==> src/rtl/svc_pkg.sv <==
package svc_pkg;

  localparam int TYPE_W = 4;
  localparam logic [TYPE_W-1:0] PKT_PIXEL = 4'h0;
  localparam logic [TYPE_W-1:0] PKT_CTRL  = 4'hF;

  typedef enum logic [2:0] {
    ST_IDLE,
    ST_PASS,
    ST_PIX,
    ST_PAD,
    ST_TRIM,
    ST_DROP
  } svc_state_e;

endpackage

==> src/rtl/svc_rst_sync.sv <==
module svc_rst_sync (
  input  logic clk,
  input  logic rst_n,
  output logic rst_sync_n
);
  logic [1:0] sync_q;

  always_ff @(posedge clk or negedge rst_n) begin
    if (!rst_n) sync_q <= 2'b00;
    else        sync_q <= {sync_q[0], 1'b1};
  end

  assign rst_sync_n = sync_q[1];
endmodule

==> src/rtl/svc_ctrl_snoop.sv <==
// Watches control packets and keeps the pixel-packet length they announce.
module svc_ctrl_snoop #(
  parameter int DIM_W = 16,
  parameter int PPB   = 4,
  parameter int CNT_W = 2 * DIM_W
) (
  input  logic             clk,
  input  logic             rst_n,
  input  logic             beat_acc,
  input  logic             hdr_ctrl,
  input  logic             consume,
  input  logic [DIM_W-1:0] dim_w,
  input  logic [DIM_W-1:0] dim_h,
  output logic             armed,
  output logic [CNT_W-1:0] exp_beats
);
  localparam int PROD_W = 2 * DIM_W;
  localparam int SUM_W  = PROD_W + 1;

  logic             want_q, want_d;
  logic             armed_q, armed_d;
  logic [CNT_W-1:0] exp_q, exp_d;
  logic [PROD_W-1:0] prod;
  logic [SUM_W-1:0]  sum;
  logic [SUM_W-1:0]  beats;

  always_comb begin
    prod  = PROD_W'(dim_w) * PROD_W'(dim_h);
    sum   = {1'b0, prod} + SUM_W'(PPB - 1);
    beats = sum / SUM_W'(PPB);
  end

  always_comb begin
    want_d  = want_q;
    armed_d = armed_q;
    exp_d   = exp_q;
    if (hdr_ctrl) begin
      want_d = 1'b1;
    end else if (want_q && beat_acc) begin
      want_d  = 1'b0;
      exp_d   = beats[CNT_W-1:0];
      armed_d = (dim_w != '0) && (dim_h != '0);
    end
    if (consume) armed_d = 1'b0;
  end

  always_ff @(posedge clk or negedge rst_n) begin
    if (!rst_n) begin
      want_q  <= 1'b0;
      armed_q <= 1'b0;
      exp_q   <= '0;
    end else begin
      want_q  <= want_d;
      armed_q <= armed_d;
      exp_q   <= exp_d;
    end
  end

  assign armed     = armed_q;
  assign exp_beats = exp_q;
endmodule

==> src/rtl/svc_beat_track.sv <==
// Counts data beats of the current pixel packet against the expected length.
module svc_beat_track #(
  parameter int CNT_W = 32
) (
  input  logic             clk,
  input  logic             rst_n,
  input  logic             load,
  input  logic [CNT_W-1:0] exp_in,
  input  logic             step,
  output logic             last,
  output logic [CNT_W-1:0] exp_out
);
  logic [CNT_W-1:0] cnt_q, cnt_d;
  logic [CNT_W-1:0] exp_q, exp_d;

  always_comb begin
    cnt_d = cnt_q;
    exp_d = exp_q;
    if (load) begin
      cnt_d = '0;
      exp_d = exp_in;
    end else if (step) begin
      cnt_d = cnt_q + CNT_W'(1);
    end
  end

  always_ff @(posedge clk or negedge rst_n) begin
    if (!rst_n) begin
      cnt_q <= '0;
      exp_q <= '0;
    end else begin
      cnt_q <= cnt_d;
      exp_q <= exp_d;
    end
  end

  assign last    = (cnt_q + CNT_W'(1)) == exp_q;
  assign exp_out = exp_q;
endmodule

==> src/rtl/svc_grey_beat.sv <==
module svc_grey_beat #(
  parameter int PPB   = 4,
  parameter int SPP   = 3,
  parameter int SYM_W = 10
) (
  output logic [PPB*SPP*SYM_W-1:0] beat
);
  localparam int NSYM = PPB * SPP;
  localparam logic [SYM_W-1:0] MID = SYM_W'(1) << (SYM_W - 1);

  for (genvar g = 0; g < NSYM; g++) begin : g_sym
    assign beat[g*SYM_W +: SYM_W] = MID;
  end
endmodule

==> src/rtl/svc_stream_cleaner.sv <==
module svc_stream_cleaner #(
  parameter int PPB   = 4,
  parameter int SPP   = 3,
  parameter int SYM_W = 10,
  parameter int DIM_W = 16
) (
  input  logic                     clk,
  input  logic                     rst_n,
  input  logic [PPB*SPP*SYM_W-1:0] in_data,
  input  logic                     in_valid,
  input  logic                     in_sop,
  input  logic                     in_eop,
  output logic                     in_ready,
  output logic [PPB*SPP*SYM_W-1:0] out_data,
  output logic                     out_valid,
  output logic                     out_sop,
  output logic                     out_eop,
  input  logic                     out_ready
);
  import svc_pkg::*;

  localparam int DATA_W = PPB * SPP * SYM_W;
  localparam int CNT_W  = 2 * DIM_W;

  logic              rst_sync_n;
  svc_state_e        st_q, st_d;
  logic              armed;
  logic [CNT_W-1:0]  snoop_exp;
  logic [CNT_W-1:0]  trk_exp;
  logic              trk_last;
  logic              consume, load, step, hdr_ctrl;
  logic [DATA_W-1:0] grey;
  logic [TYPE_W-1:0] pkt_type;

  assign pkt_type = in_data[TYPE_W-1:0];

  svc_rst_sync i_rst (
    .clk        (clk),
    .rst_n      (rst_n),
    .rst_sync_n (rst_sync_n)
  );

  svc_ctrl_snoop #(.DIM_W(DIM_W), .PPB(PPB), .CNT_W(CNT_W)) i_snoop (
    .clk       (clk),
    .rst_n     (rst_sync_n),
    .beat_acc  (in_valid && in_ready),
    .hdr_ctrl  (hdr_ctrl),
    .consume   (consume),
    .dim_w     (in_data[DIM_W-1:0]),
    .dim_h     (in_data[2*DIM_W-1:DIM_W]),
    .armed     (armed),
    .exp_beats (snoop_exp)
  );

  svc_beat_track #(.CNT_W(CNT_W)) i_track (
    .clk     (clk),
    .rst_n   (rst_sync_n),
    .load    (load),
    .exp_in  (snoop_exp),
    .step    (step),
    .last    (trk_last),
    .exp_out (trk_exp)
  );

  svc_grey_beat #(.PPB(PPB), .SPP(SPP), .SYM_W(SYM_W)) i_grey (
    .beat (grey)
  );

  always_comb begin
    st_d      = st_q;
    out_valid = 1'b0;
    out_data  = in_data;
    out_sop   = in_sop;
    out_eop   = in_eop;
    in_ready  = 1'b1;
    consume   = 1'b0;
    load      = 1'b0;
    step      = 1'b0;
    hdr_ctrl  = 1'b0;
    unique case (st_q)
      ST_IDLE: begin
        if (in_valid && in_sop) begin
          if (pkt_type == PKT_PIXEL) begin
            if (armed) begin
              out_valid = 1'b1;
              out_eop   = 1'b0;
              in_ready  = out_ready;
              if (out_ready) begin
                consume = 1'b1;
                load    = 1'b1;
                st_d    = in_eop ? ST_PAD : ST_PIX;
              end
            end else if (!in_eop) begin
              st_d = ST_DROP;
            end
          end else begin
            out_valid = 1'b1;
            in_ready  = out_ready;
            if (out_ready && !in_eop) begin
              hdr_ctrl = (pkt_type == PKT_CTRL);
              st_d     = ST_PASS;
            end
          end
        end
      end
      ST_PASS: begin
        out_valid = in_valid;
        in_ready  = out_ready;
        if (in_valid && out_ready && in_eop) st_d = ST_IDLE;
      end
      ST_PIX: begin
        out_valid = in_valid;
        out_sop   = 1'b0;
        out_eop   = trk_last;
        in_ready  = out_ready;
        if (in_valid && out_ready) begin
          step = 1'b1;
          if (trk_last)    st_d = in_eop ? ST_IDLE : ST_TRIM;
          else if (in_eop) st_d = ST_PAD;
        end
      end
      ST_PAD: begin
        out_valid = 1'b1;
        out_data  = grey;
        out_sop   = 1'b0;
        out_eop   = trk_last;
        in_ready  = 1'b0;
        if (out_ready) begin
          step = 1'b1;
          if (trk_last) st_d = ST_IDLE;
        end
      end
      ST_TRIM, ST_DROP: begin
        if (in_valid && in_eop) st_d = ST_IDLE;
      end
      default: st_d = ST_IDLE;
    endcase
  end

  always_ff @(posedge clk or negedge rst_sync_n) begin
    if (!rst_sync_n) st_q <= ST_IDLE;
    else             st_q <= st_d;
  end
endmodule

==> config.mk <==
export PLATFORM = sky130hd
export DESIGN_NAME = svc_stream_cleaner
export DESIGN_NICKNAME = d
export VERILOG_FILES = /design/src/rtl/svc_pkg.sv /design/src/rtl/svc_rst_sync.sv /design/src/rtl/svc_ctrl_snoop.sv /design/src/rtl/svc_beat_track.sv /design/src/rtl/svc_grey_beat.sv /design/src/rtl/svc_stream_cleaner.sv
export SDC_FILE = /design/constraint.sdc
export NUM_CORES = 1
export LEC_CHECK = 0
export ABC_AREA = 1
export BUFFER_PORTS_ARGS = -buffer_cell sky130_fd_sc_hd__buf_2
export CORE_ASPECT_RATIO = 0.5
export CORE_MARGIN = 1
export CORE_UTILIZATION = 50
export CTS_BUF_LIST = sky130_fd_sc_hd__clkbuf_8
export DETAILED_ROUTE_END_ITERATION = 10
export GPL_ROUTABILITY_DRIVEN = 0
export PLACE_DENSITY = 0.75
export SYNTH_ARGS = -nofsm -noshare
export SYNTH_HDL_FRONTEND = slang
export SYNTH_SLANG_ARGS = --single-unit
==> constraint.sdc <==
create_clock -name clk -period 3.21 [get_ports clk]
set_input_delay 0.321 -clock clk [delete_from_list [all_inputs] [get_ports clk]]
set_output_delay 0.321 -clock clk [all_outputs]
set_load 0.01 [all_outputs]
==> results, run 1 <==
- Detailed routing placed a total of 22.7 mm of wire on met2.
- Row generation in the floorplan step produced 45 rows.
- The most repeated library cell on the critical path is fa_1.
- The number of buffers on the longest clock path is 2.
- Routed signal wires occupy layers up through met4.
- Counting flops and latches in the post-synthesis netlist gives 101.
- The initial antenna violation count came to 0.
- Pin placement for this block handled 250 I/O pins.
- The floorplan step defined a die boundary enclosing 31600 um^2.
- After the flow finishes, the layout carries non-filler instances totaling 2970.
- The flow ran to the end, but the final reports show violations.
- In this run the mean area of a mapped cell was 7.12 um^2.
- The number of nets in the layout is 2997.
- In the final routing, the length of wire on met1 measures 19.3 mm.
- On the final layout, the worst clock skew is 14.9 ps.
- The number of CTS-inserted buffers is 9.
- The kind of cell adding the most delay to the critical path is adder cells.
- The DRC marker count from the first detailed-route iteration is 1450.
- The number of setup violations in the final report is 27.
- The clock transition at the registers of the reported paths is 120 ps.
- During synthesis, Yosys emitted a total of 0 warnings.
- The cell area that synthesis handed to floorplanning was 15400 um^2.
- The final number of max-transition violations is 0.
- The type of the worst min-delay path is input pin to asynchronous set/reset pin.
- The die span in y is 126 um.
- The worst flop-to-flop path startpoint is i_track.cnt_q[0]$_DFFE_PN0P_.
- The post-synthesis sequential area ratio is 16.4%.
- Cells with a size suffix above 1 make up 31.1% of the layout.
- The global-route wire length before repair is 68.9 mm.
- The overall global routing resource usage is 26.9%.
- Setup repair after global routing could not meet its margin everywhere.
- After technology mapping, the gate count stands at 2166.
- The post-route standard cell area excluding fillers is 20500 um^2.
- The depth of the worst register-to-register path is 16.
- The number of failing hold endpoints at the final stage was 0.
- Prior to clock tree synthesis, the placed netlist has a worst setup slack of -2320 ps.
- STA classifies the critical path startpoint as an input pin.
- The H-tree depth is 3.
- The required time of the worst setup path is 3490 ps.
- TritonCTS built the clock tree.
- The endpoint identified for the worst register-to-register timing path is st_q[1]$_DFFE_PN0P_.
- The core outline area is 30300 um^2.
- The final reports fail on negative setup slack.
- The normalized max-slew margin is 56.5%.
- Subtracting the final worst setup slack from the clock period gives 5180 ps.
- The biggest fanout along the worst timing path is 11.
- The source of the critical timing path is in_data[11].
- The path type of the worst setup path is input pin to register.
- Traced cell by cell, the critical path runs through buf_6, nand2_1, inv_1, fa_1, inv_1, fa_1, inv_2, fa_1, fa_1, fa_1, inv_2, fa_1, inv_2, ha_4, a21oi_4, o21a_1, o21ai_2, buf_4, a21oi_4, o31ai_4, buf_4, o21ai_2, o21ai_1.
- The pin slew with the least headroom to its limit is 647 ps.
- The via count of the routed design is 15418.
- The wire length per cell after detailed routing is 16.1 um.
- When the netlist entered floorplanning its net count stood at 2597.
- The register-to-register setup slack is 760 ps.
- The count of buffers added on input and output ports is 249.
- On the worst path, the slowest cell contributes a delay of 550 ps.
- The horizontal extent of the die is 250 um.
- The distinct cell type count of the synthesized netlist is 49.
- 0 antenna diodes ended up in the layout.
- The sink count of the clock tree is 101.
- The final layout contains routed wiring with a total length of 47.7 mm.
- The count of nets left with antenna violations after detail routing is 0.
- Once the floorplan was initialized, standard cells occupied 50.8% of the core.
- The area after detailed placement is 18600 um^2.
- After detailed routing, the met3 layer carries 3.77 mm of wire.
- Including well taps, the total number of placed cells is 2907.
- The via-per-instance ratio is 5.19.
- The estimated wirelength of the detail-placed design is 34.0 mm.
- The buffer and inverter count on the worst path is 8.
- In the finished design, the share of the clock period the worst path needs comes to 161%.
- The root buffer selected by CTS is clkbuf_8.
- For this run, design rule violations remaining after detail routing come to 0.
- For this run, the detailed router's first-pass iteration total came to 6.
- The final standard cell utilization of the core is 67.6%.
- In the post-route analysis, the smallest setup slack over all paths is -1970 ps.
- Derived from the worst setup path, the maximum achievable clock frequency is 193 MHz.
- In this run the number of cells on the critical path is 23.
- The sum of overflow across all layers after global routing is 0.
- The clock reaches the later pin of the worst-skew pair after 390 ps.
- The worst setup path is captured at a register.
- The via count of the first global-routing pass is 14171.
- Entering global routing, the biggest net connects 121 pins.
- At the worst endpoint, the arrival time is 5460 ps.
- The tool flagged a number of max-cap violations equal to 0.
- The standard cell with the maximum stage delay on the critical path is fa_1.
- The area growth from synthesis to layout is 33.0%.
==> final cells by class <==
type / count / area (um^2)
Fill cell: 2218 / 9830
Inverter: 564 / 2120
Clock buffer: 9 / 124
Sequential cell: 101 / 2540
Multi-Input combinational cell: 1407 / 11600
Clock inverter: 7 / 75.1
Tap cell: 399 / 499
Timing Repair Buffer: 483 / 3590
==> flip-flops by register name, summed over array words and instances, names as in the netlist <==
signal,cells
i_snoop.armed,1
st_q,3
i_track.cnt_q,32
i_track.exp_out,31
i_rst.sync_q,2
i_snoop.want_q,1
i_snoop.exp_beats,31
==> kinds of logic (layout without fill, tap and decap cells) <==
| family | count (synthesis) | in the layout | share of synthesized area [%] |
|---|---|---|---|
| multiplexers | 15 | 15 | 1.09 |
| AND/OR/NAND/NOR | 878 | 878 | 23.7 |
| flip-flops | 101 | 101 | 16.4 |
| XOR/XNOR | 29 | 29 | 1.92 |
| adder cells (fa/ha/maj) | 305 | 305 | 34.3 |
| AO/OA/AOI/OAI | 179 | 179 | 6.47 |
| buffers and inverters | 658 | 1063 | 16.1 |
| other | 1 | 1 | 0.0243 |
==> per-layer routing <==
layer,vias to the layer above,global-route usage [%]
met3,210,3.16
li1,7178,-
met5,-,0
met1,7293,37.1
met4,0,8.16
met2,737,44.6
==> cell usage after synthesis (all sizes together) <==
master | number | area (um^2)
xnor2 | 9 | 78.8
ha | 109 | 1360
o41ai | 1 | 8.76
mux2 | 15 | 169
nor2 | 209 | 857
a32o | 1 | 10.0
nor4 | 7 | 43.8
fa | 196 | 3920
a221oi | 2 | 17.5
nand3 | 71 | 370
nor3 | 7 | 35.0
o211ai | 3 | 22.5
xor3 | 1 | 23.8
xor2 | 17 | 149
clkinv | 1 | 3.75
dfrtp | 101 | 2530
nand2 | 540 | 2060
inv | 563 | 2110
o221ai | 1 | 8.76
a21oi | 45 | 229
buf | 8 | 41.3
clkbuf | 86 | 324
a31oi | 3 | 18.8
o21a | 4 | 30.0
o21ai | 88 | 448
nand4 | 15 | 100
o22ai | 23 | 144
nand3b | 11 | 82.6
a21o | 4 | 30.0
conb | 1 | 3.75
xnor3 | 2 | 45.0
o311ai | 1 | 8.76
a21boi | 1 | 7.51
o31ai | 2 | 15.0
or2 | 18 | 113
==> worst max-delay path by stage <==
| stage | end |
|---|---|
| finish | i_snoop.exp_beats[18]$_DFFE_PN0P_ |
| global route | i_snoop.exp_beats[16]$_DFFE_PN0P_ |
| CTS | i_snoop.exp_beats[26]$_DFFE_PN0P_ |
| detailed placement | i_snoop.exp_beats[26]$_DFFE_PN0P_ |
| global placement | i_snoop.exp_beats[26]$_DFFE_PN0P_ |
| floorplan | i_snoop.exp_beats[26]$_DFFE_PN0P_ |
==> worst reg2reg max path, delay by kind of cell, from the launching register on <==
kind | cells | cell delay [ps]
adder cells (fa/ha/maj) | 1 | 240
AND/OR/NAND/NOR | 15 | 1660
flip-flops | 1 | 460
==> repair_timing <==
item / in CTS / in global routing
endpoints found under the hold margin: 2 / 0
hold buffers: 1 / 0
gates cloned: 1 / 2
endpoints found under the setup margin: 29 / 30
buffers inserted: 13 / 32
pin swaps: 72 / 103
resized for setup: 168 / 194
==> per-stage QoR <==
stage / setup TNS, ps / hold slack (ps)
floorplan: -41520 / 25.4
global placement: -53020 / 105
detailed placement: -55070 / 106
CTS: -38030 / 223
global route: -46150 / 229
finish: -43030 / 231
==> placed cells by master, fill, tap and decap left out, drive strengths merged, types with 2 or more instances in the layout <==
master and instances:
inv 566, nand2 540, buf 479, nor2 209
fa 196, ha 109, dfrtp 101, o21ai 88
nand3 71, a21oi 45, o22ai 23, or2 18
xor2 17, mux2 15, nand4 15, nand3b 11
clkbuf 11, xnor2 9, nor3 7, nor4 7
o21a 4, a21o 4, clkinv 4, o211ai 3
a31oi 3, xnor3 2, o31ai 2, a221oi 2
Power of run 1 is not shown: default switching activity piles up to over one toggle a cycle in this logic, so the estimate is an artifact.
==> inputs of run 2 (changes only) <==
--- a/config.mk
+++ b/config.mk
@@ -14,6 +14,7 @@
 export DETAILED_ROUTE_END_ITERATION = 10
 export GPL_ROUTABILITY_DRIVEN = 0
 export PLACE_DENSITY = 0.75
+export SKIP_LAST_GASP = 1
 export SYNTH_ARGS = -nofsm -noshare
 export SYNTH_HDL_FRONTEND = slang
 export SYNTH_SLANG_ARGS = --single-unit
==> run 2 against run 1 <==
The flow still finishes with violations (negative setup slack); die area is the same; routed wire length is 7.3% lower; critical path depth is 2 higher; cell area decreased by 1.6%; critical path type unchanged.
==> results, run 2 (synthesis gave the netlist of run 1 again) <==
- The post-detailed-route DRC marker count is 0.
- On the worst path, the slowest cell contributes a delay of 540 ps.
- The die span in y is 126 um.
- The total overflow left after global routing is 0.
- The number of setup violations in the final report is 27.
- The initial standard-cell utilization of the core is 50.8%.
- The maximum clock skew at final layout is 14.8 ps.
- The DRC marker count from the first detailed-route iteration is 1155.
- The number of failing hold endpoints at the final stage is 0.
- The antenna diode count is 0.
- The sink count of the clock tree is 101.
- At the pin with the least slew margin, the transition time is 656 ps.
- Using the TritonRoute via totals, the vias-per-cell ratio works out to 5.03.
- The standard cell with the maximum stage delay on the critical path is fa_2.
- The wire length per cell after detailed routing is 14.9 um.
- Data arrives at the worst endpoint at 5350 ps.
- The smallest setup slack after layout is -1860 ps.
- Along the worst path, the maximum fanout reaches 7.
- The clock transition at the registers of the reported paths is 120 ps.
- By startpoint and endpoint, the worst setup path is classified as input pin to register.
- TritonCTS created 9 clock buffers.
- The most flop-heavy register is i_track.cnt_q.
- In this run the tightest slew margin relative to its limit is 55.7%.
- Setup repair after global routing could not meet its margin everywhere.
- The number of maximum-capacitance constraint violations is 0.
- Entering global routing, the biggest net connects 121 pins.
- Global routing used 26.6% of the available tracks.
- The worst setup path is launched from an input pin.
- The final number of max-transition violations is 0.
- The share of layout cells above drive strength 1 is 29.4%.
- The core outline area is 30300 um^2.
- After detailed placement, the total cell area comes to 18600 um^2.
- The count of nets left with antenna violations after detail routing is 0.
- The required time of the worst setup path is 3490 ps.
- Measured along the x axis, the die boundary spans 250 um.
- The pre-antenna-repair detailed-routing pass consisted of 6 iterations.
- Counting tap cells, the placed design contains a total of 2907 instances.
- After layout, the minimum clock period comes to 5070 ps.
- The initial antenna violation count is 0.
- The tree is rooted in a clkbuf_8.
- The final standard cell utilization of the core is 66.5%.
- The post-route clock period utilization is 158%.
- The most common library cell in the layout ignoring fill and taps is inv_1.
- The layout overhead on the synthesized area is 30.8%.
- The net count of the finished layout is 2989.
- The flow ran to the end, but the final reports show violations.
- The number of buffers on the longest clock path is 2.
- TritonCTS built the clock tree.
- The type of the worst min-delay path is input pin to asynchronous set/reset pin.
- The placement row count is 45.
- The die area is 31600 um^2.
- The number of flip-flops in the largest register is 32.
- The global-route wire length before repair is 68.3 mm.
- The register-to-register setup slack is 730 ps.
- In the layout the commonest cells are 520 x inv_1, 495 x nand2_1, 223 x buf_2, 187 x buf_4, 185 x fa_1.
- The achievable frequency is 197 MHz.
- The H-tree generated during clock tree synthesis spans 3 levels.
- The checks that failed: negative setup slack.
- Once detailed placement completed, the half-perimeter wirelength came to 34.0 mm.
- In this run the tool buffered the top-level ports with 249 buffer cells.
- The endpoint type of the worst setup path is a register.
- The final non-filler cell total is 2962.
- The sum of routed wire length over all layers is 44.2 mm.
- With fillers left out, the area of the finished cells amounts to 20200 um^2.
- The number of top-level pins is 250.
- The detailed router placed 14892 vias in this run.
- The via count of the first global-routing pass came to 14109.
- The clock reaches the later pin of the worst-skew pair after 390 ps.
-- run 2: repair_timing --
action,4_1_cts,5_1_grt
setup endpoints to repair,29,30
gates cloned,1,1
pin swaps,71,68
hold buffers,1,0
endpoints found under the hold margin,2,0
setup buffers,13,25
resized for setup,147,136
-- run 2: metrics by stage --
| step | hold WS (ps) | TNS [ps] | setup slack [ps] |
|---|---|---|---|
| after global placement | 105 | -53020 | -2240 |
| after detailed placement | 106 | -55070 | -2320 |
| after global routing | 229 | -44700 | -2010 |
| after floorplan | 25.4 | -41520 | -1990 |
| final | 233 | -40320 | -1860 |
| after CTS | 223 | -38340 | -1730 |
-- run 2: final timing paths --
path,from,end,cells past startpoint
max in group asynchronous,i_rst.sync_q[1]$_DFF_PN0_,i_track.cnt_q[2]$_DFFE_PN0P_,1
min in group clk,out_ready,i_snoop.armed$_DFFE_PN0P_,3
min reg2reg,i_rst.sync_q[1]$_DFF_PN0_,i_track.cnt_q[30]$_DFFE_PN0P_,0
min,rst_n,i_rst.sync_q[1]$_DFF_PN0_,2
max reg2reg,i_track.cnt_q[0]$_DFFE_PN0P_,st_q[1]$_DFFE_PN0P_,16
max,in_data[7],i_snoop.exp_beats[26]$_DFFE_PN0P_,25
-- run 2: per-layer routing --
layer / wire length, um / global-route usage, % / vias up
li1: - / - / 7171
met1: 18800 / 36.8 / 7072
met2: 21000 / 43.9 / 543
met3: 3200 / 3.35 / 106
met4: 1150 / 8.05 / 0
met5: 0 / 0 / -
-- run 2: cell type report --
| type | count | area (um^2) |
|---|---|---|
| tap | 399 | 499 |
| fill | 2303 | 10200 |
| clock inverter | 7 | 75.1 |
| sequential | 101 | 2540 |
| multi-input combinational | 1407 | 11400 |
| clock buffer | 9 | 124 |
| inverter | 564 | 2120 |
| timing repair buffer | 475 | 3430 |
-- run 2: critical path: cells and delay by family --
kind / cells / cell delay (ps)
AND/OR/NAND/NOR: 6 / 730
buffers and inverters: 8 / 580
adder cells (fa/ha/maj): 7 / 3170
AO/OA/AOI/OAI: 4 / 540
Power of run 2 is left out for the same reason.
==> inputs of run 3 (changes only) <==
--- a/config.mk
+++ b/config.mk
@@ -9,11 +9,10 @@
 export BUFFER_PORTS_ARGS = -buffer_cell sky130_fd_sc_hd__buf_2
 export CORE_ASPECT_RATIO = 0.5
 export CORE_MARGIN = 1
-export CORE_UTILIZATION = 50
+export CORE_UTILIZATION = 35
 export CTS_BUF_LIST = sky130_fd_sc_hd__clkbuf_8
 export DETAILED_ROUTE_END_ITERATION = 10
 export GPL_ROUTABILITY_DRIVEN = 0
-export PLACE_DENSITY = 0.75
 export SKIP_LAST_GASP = 1
 export SYNTH_ARGS = -nofsm -noshare
 export SYNTH_HDL_FRONTEND = slang
==> run 3 against run 2 <==
The run still ends with negative setup slack left; worst hold slack better by 5.0 ps; via count is 3.4% lower; routed wire length is 1.7% lower; register-to-register slack got worse by 30 ps; die area grew 42%; sequential share of layout area decreased by 0.23 points; critical path depth is the same; count of clock-buffer cells in the layout is the same; first-iteration DRC count fell by 20%; global-route usage fell by 7.6 points; critical endpoint unchanged.
==> results, run 3 (synthesis gave the netlist of run 1 again) <==
- The global-route wire length before repair is 69.2 mm.
- Data on the critical path arrives at its endpoint at 5330 ps.
- Entering global routing, the biggest net connects 121 pins.
- Clock-pin slew was measured on the worst setup and hold paths at 110 ps.
- The via-per-instance ratio is 4.57.
- The most flop-heavy register is i_track.cnt_q.
- The tightest min-delay check is of the input pin to asynchronous set/reset pin type.
- The sum of overflow across all layers after global routing is 0.
- The top cell types in the final layout, fill and taps aside, are 527 x inv_1, 494 x nand2_1, 221 x buf_2, 199 x buf_4, 185 x fa_1.
- The floorplan step defined a die boundary enclosing 45000 um^2.
- The first routing iteration left 924 violations.
- The number of flip-flops in the largest register is 32.
- Setup slack on the critical path of the routed design comes to -1850 ps.
- Hold is met by 238 ps.
- The via count of the first global-routing pass is 13575.
- The horizontal extent of the die is 299 um.
- The TritonCTS clock tree is done.
- At the worst endpoint, the required time is 3490 ps.
- The H-tree was split into 3 levels.
- The number of failing hold endpoints at the final stage was 0.
- The worst setup path is launched from an input pin.
- In the final layout, the share of cells above drive strength 1 is 29.7%.
- The root buffer selected by CTS is clkbuf_8.
- The core outline area is 42700 um^2.
- Clock latency on the worst-skew pair, taken at its later pin, is 390 ps.
- The overall global routing resource usage is 18.9%.
- The number of antenna diodes in the final layout is 0.
- The initial antenna violation count is 0.
- Max-cap violations in this run came to 0.
- The minimum period implied by the final worst setup slack is 5060 ps.
- The normalized max-slew margin is 59.6%.
- After floorplanning, the core was divided into 53 placement rows.
- No sink is reached through more buffers than the 2 on the longest clock path.
- Setup violations remaining at the end of the flow were counted as 27.
- Setup repair after global routing could not meet its margin everywhere.
- The initial standard-cell utilization of the core is 36.1%.
- The endpoint identified for the worst register-to-register timing path is st_q[2]$_DFFE_PN0P_.
- The checks that failed: negative setup slack.
- In this run the critical register-to-register path is launched from i_track.cnt_q[11]$_DFFE_PN0P_.
- After detailed placement, the total cell area comes to 19100 um^2.
- The final number of max-transition violations is 0.
- The endpoint type of the worst setup path is a register.
- The number of cells on the worst reg-to-reg path is 16.
- The most common library cell in the layout ignoring fill and taps is inv_1.
- The sink count of the clock tree is 101.
- The layout overhead on the synthesized area is 33.3%.
- The achievable frequency is 198 MHz.
- For this run, design rule violations remaining after detail routing come to 0.
- The run finished, with violations left.
- For this block, the routed nets add up to 43.5 mm of wire.
- Once detail routing completed, the nets flagged for antenna violations numbered 0.
- The wire length per cell after detailed routing is 13.8 um.
- The maximum cell stage delay along the critical path is 550 ps.
- Detailed routing inserted a total of 14389 vias.
- The cell that appears most often on the critical path is fa_1.
- 250 I/O pins were placed.
- The standard cell with the maximum stage delay on the critical path is fa_1.
- The number of port buffers is 249.
- The register-to-register setup slack is 700 ps.
- The number of nets in the layout is 3001.
- The pre-antenna-repair detailed-routing pass consisted of 7 iterations.
- In this run, CTS created clock tree buffers numbering 9.
- The floorplan step set the die height to 150 um.
- The finished layout holds 3152 standard cells, fillers aside.
- The critical path is of the input pin to register type.
- After routing the design area is 20600 um^2.
- In this run, placement finished with an instance count of 3102.
- The pin slew with the least headroom to its limit is 606 ps.
- The maximum clock skew at final layout is 16.1 ps.
- The estimated wirelength of the detail-placed design is 35.7 mm.
- After layout, the worst path uses 157% of the clock period.
- Of all nets on the critical path, the largest fanout is 7.
==> run 3: worst max-delay path, delay by kind of cell <==
family / cells / cell delay, ps
and+or+nand+nor: 5 / 500
buffers and inverters: 8 / 600
adders and majority gates: 7 / 3240
AOI/OAI and AO/OA: 5 / 670
==> run 3: layout make-up <==
type | instances | area [um^2]
fill | 4272 | 22100
multi-input combinational | 1407 | 11500
timing repair buffer | 487 | 3500
sequential | 101 | 2540
inverter | 564 | 2120
tap | 577 | 722
clock buffer | 9 | 124
clock inverter | 7 | 97.6
==> run 3: timing repair <==
action | in CTS | in global routing
endpoints found under the hold margin | 2 | 0
hold buffers | 1 | 0
gates resized for setup | 144 | 136
pin swaps | 65 | 64
setup buffers | 19 | 16
setup endpoints to repair | 29 | 29
==> run 3: per-layer routing <==
layer  vias to the layer above  share of wire (%)  global-route usage, %
met5                         -                  0                      0
met4                         0                1.5                   4.21
met3                        35                4.2                   1.26
met2                       350                 46                   30.3
met1                      6804                 48                   28.1
li1                       7200                  -                      -
==> run 3: how the worst max path moves through the flow <==
| stage | slack (ps) | to | start |
|---|---|---|---|
| after global routing | -1970 | i_snoop.exp_beats[28]$_DFFE_PN0P_ | in_data[6] |
| after floorplan | -1990 | i_snoop.exp_beats[26]$_DFFE_PN0P_ | in_data[21] |
| final | -1850 | i_snoop.exp_beats[26]$_DFFE_PN0P_ | in_data[20] |
| after global placement | -2350 | i_snoop.exp_beats[26]$_DFFE_PN0P_ | in_data[7] |
| after CTS | -1790 | i_snoop.exp_beats[28]$_DFFE_PN0P_ | in_data[6] |
| after detailed placement | -2450 | i_snoop.exp_beats[18]$_DFFE_PN0P_ | in_data[10] |
==> run 3: stage by stage <==
step	worst slack, ps	util (%)	setup TNS [ps]
after floorplan	-1990	-	-41520
after global placement	-2350	44.6	-53860
after detailed placement	-2450	44.6	-55430
after CTS	-1790	46.8	-37970
after global routing	-1970	48.2	-42980
final	-1850	48.2	-39210
Power of run 3 is left out for the same reason.
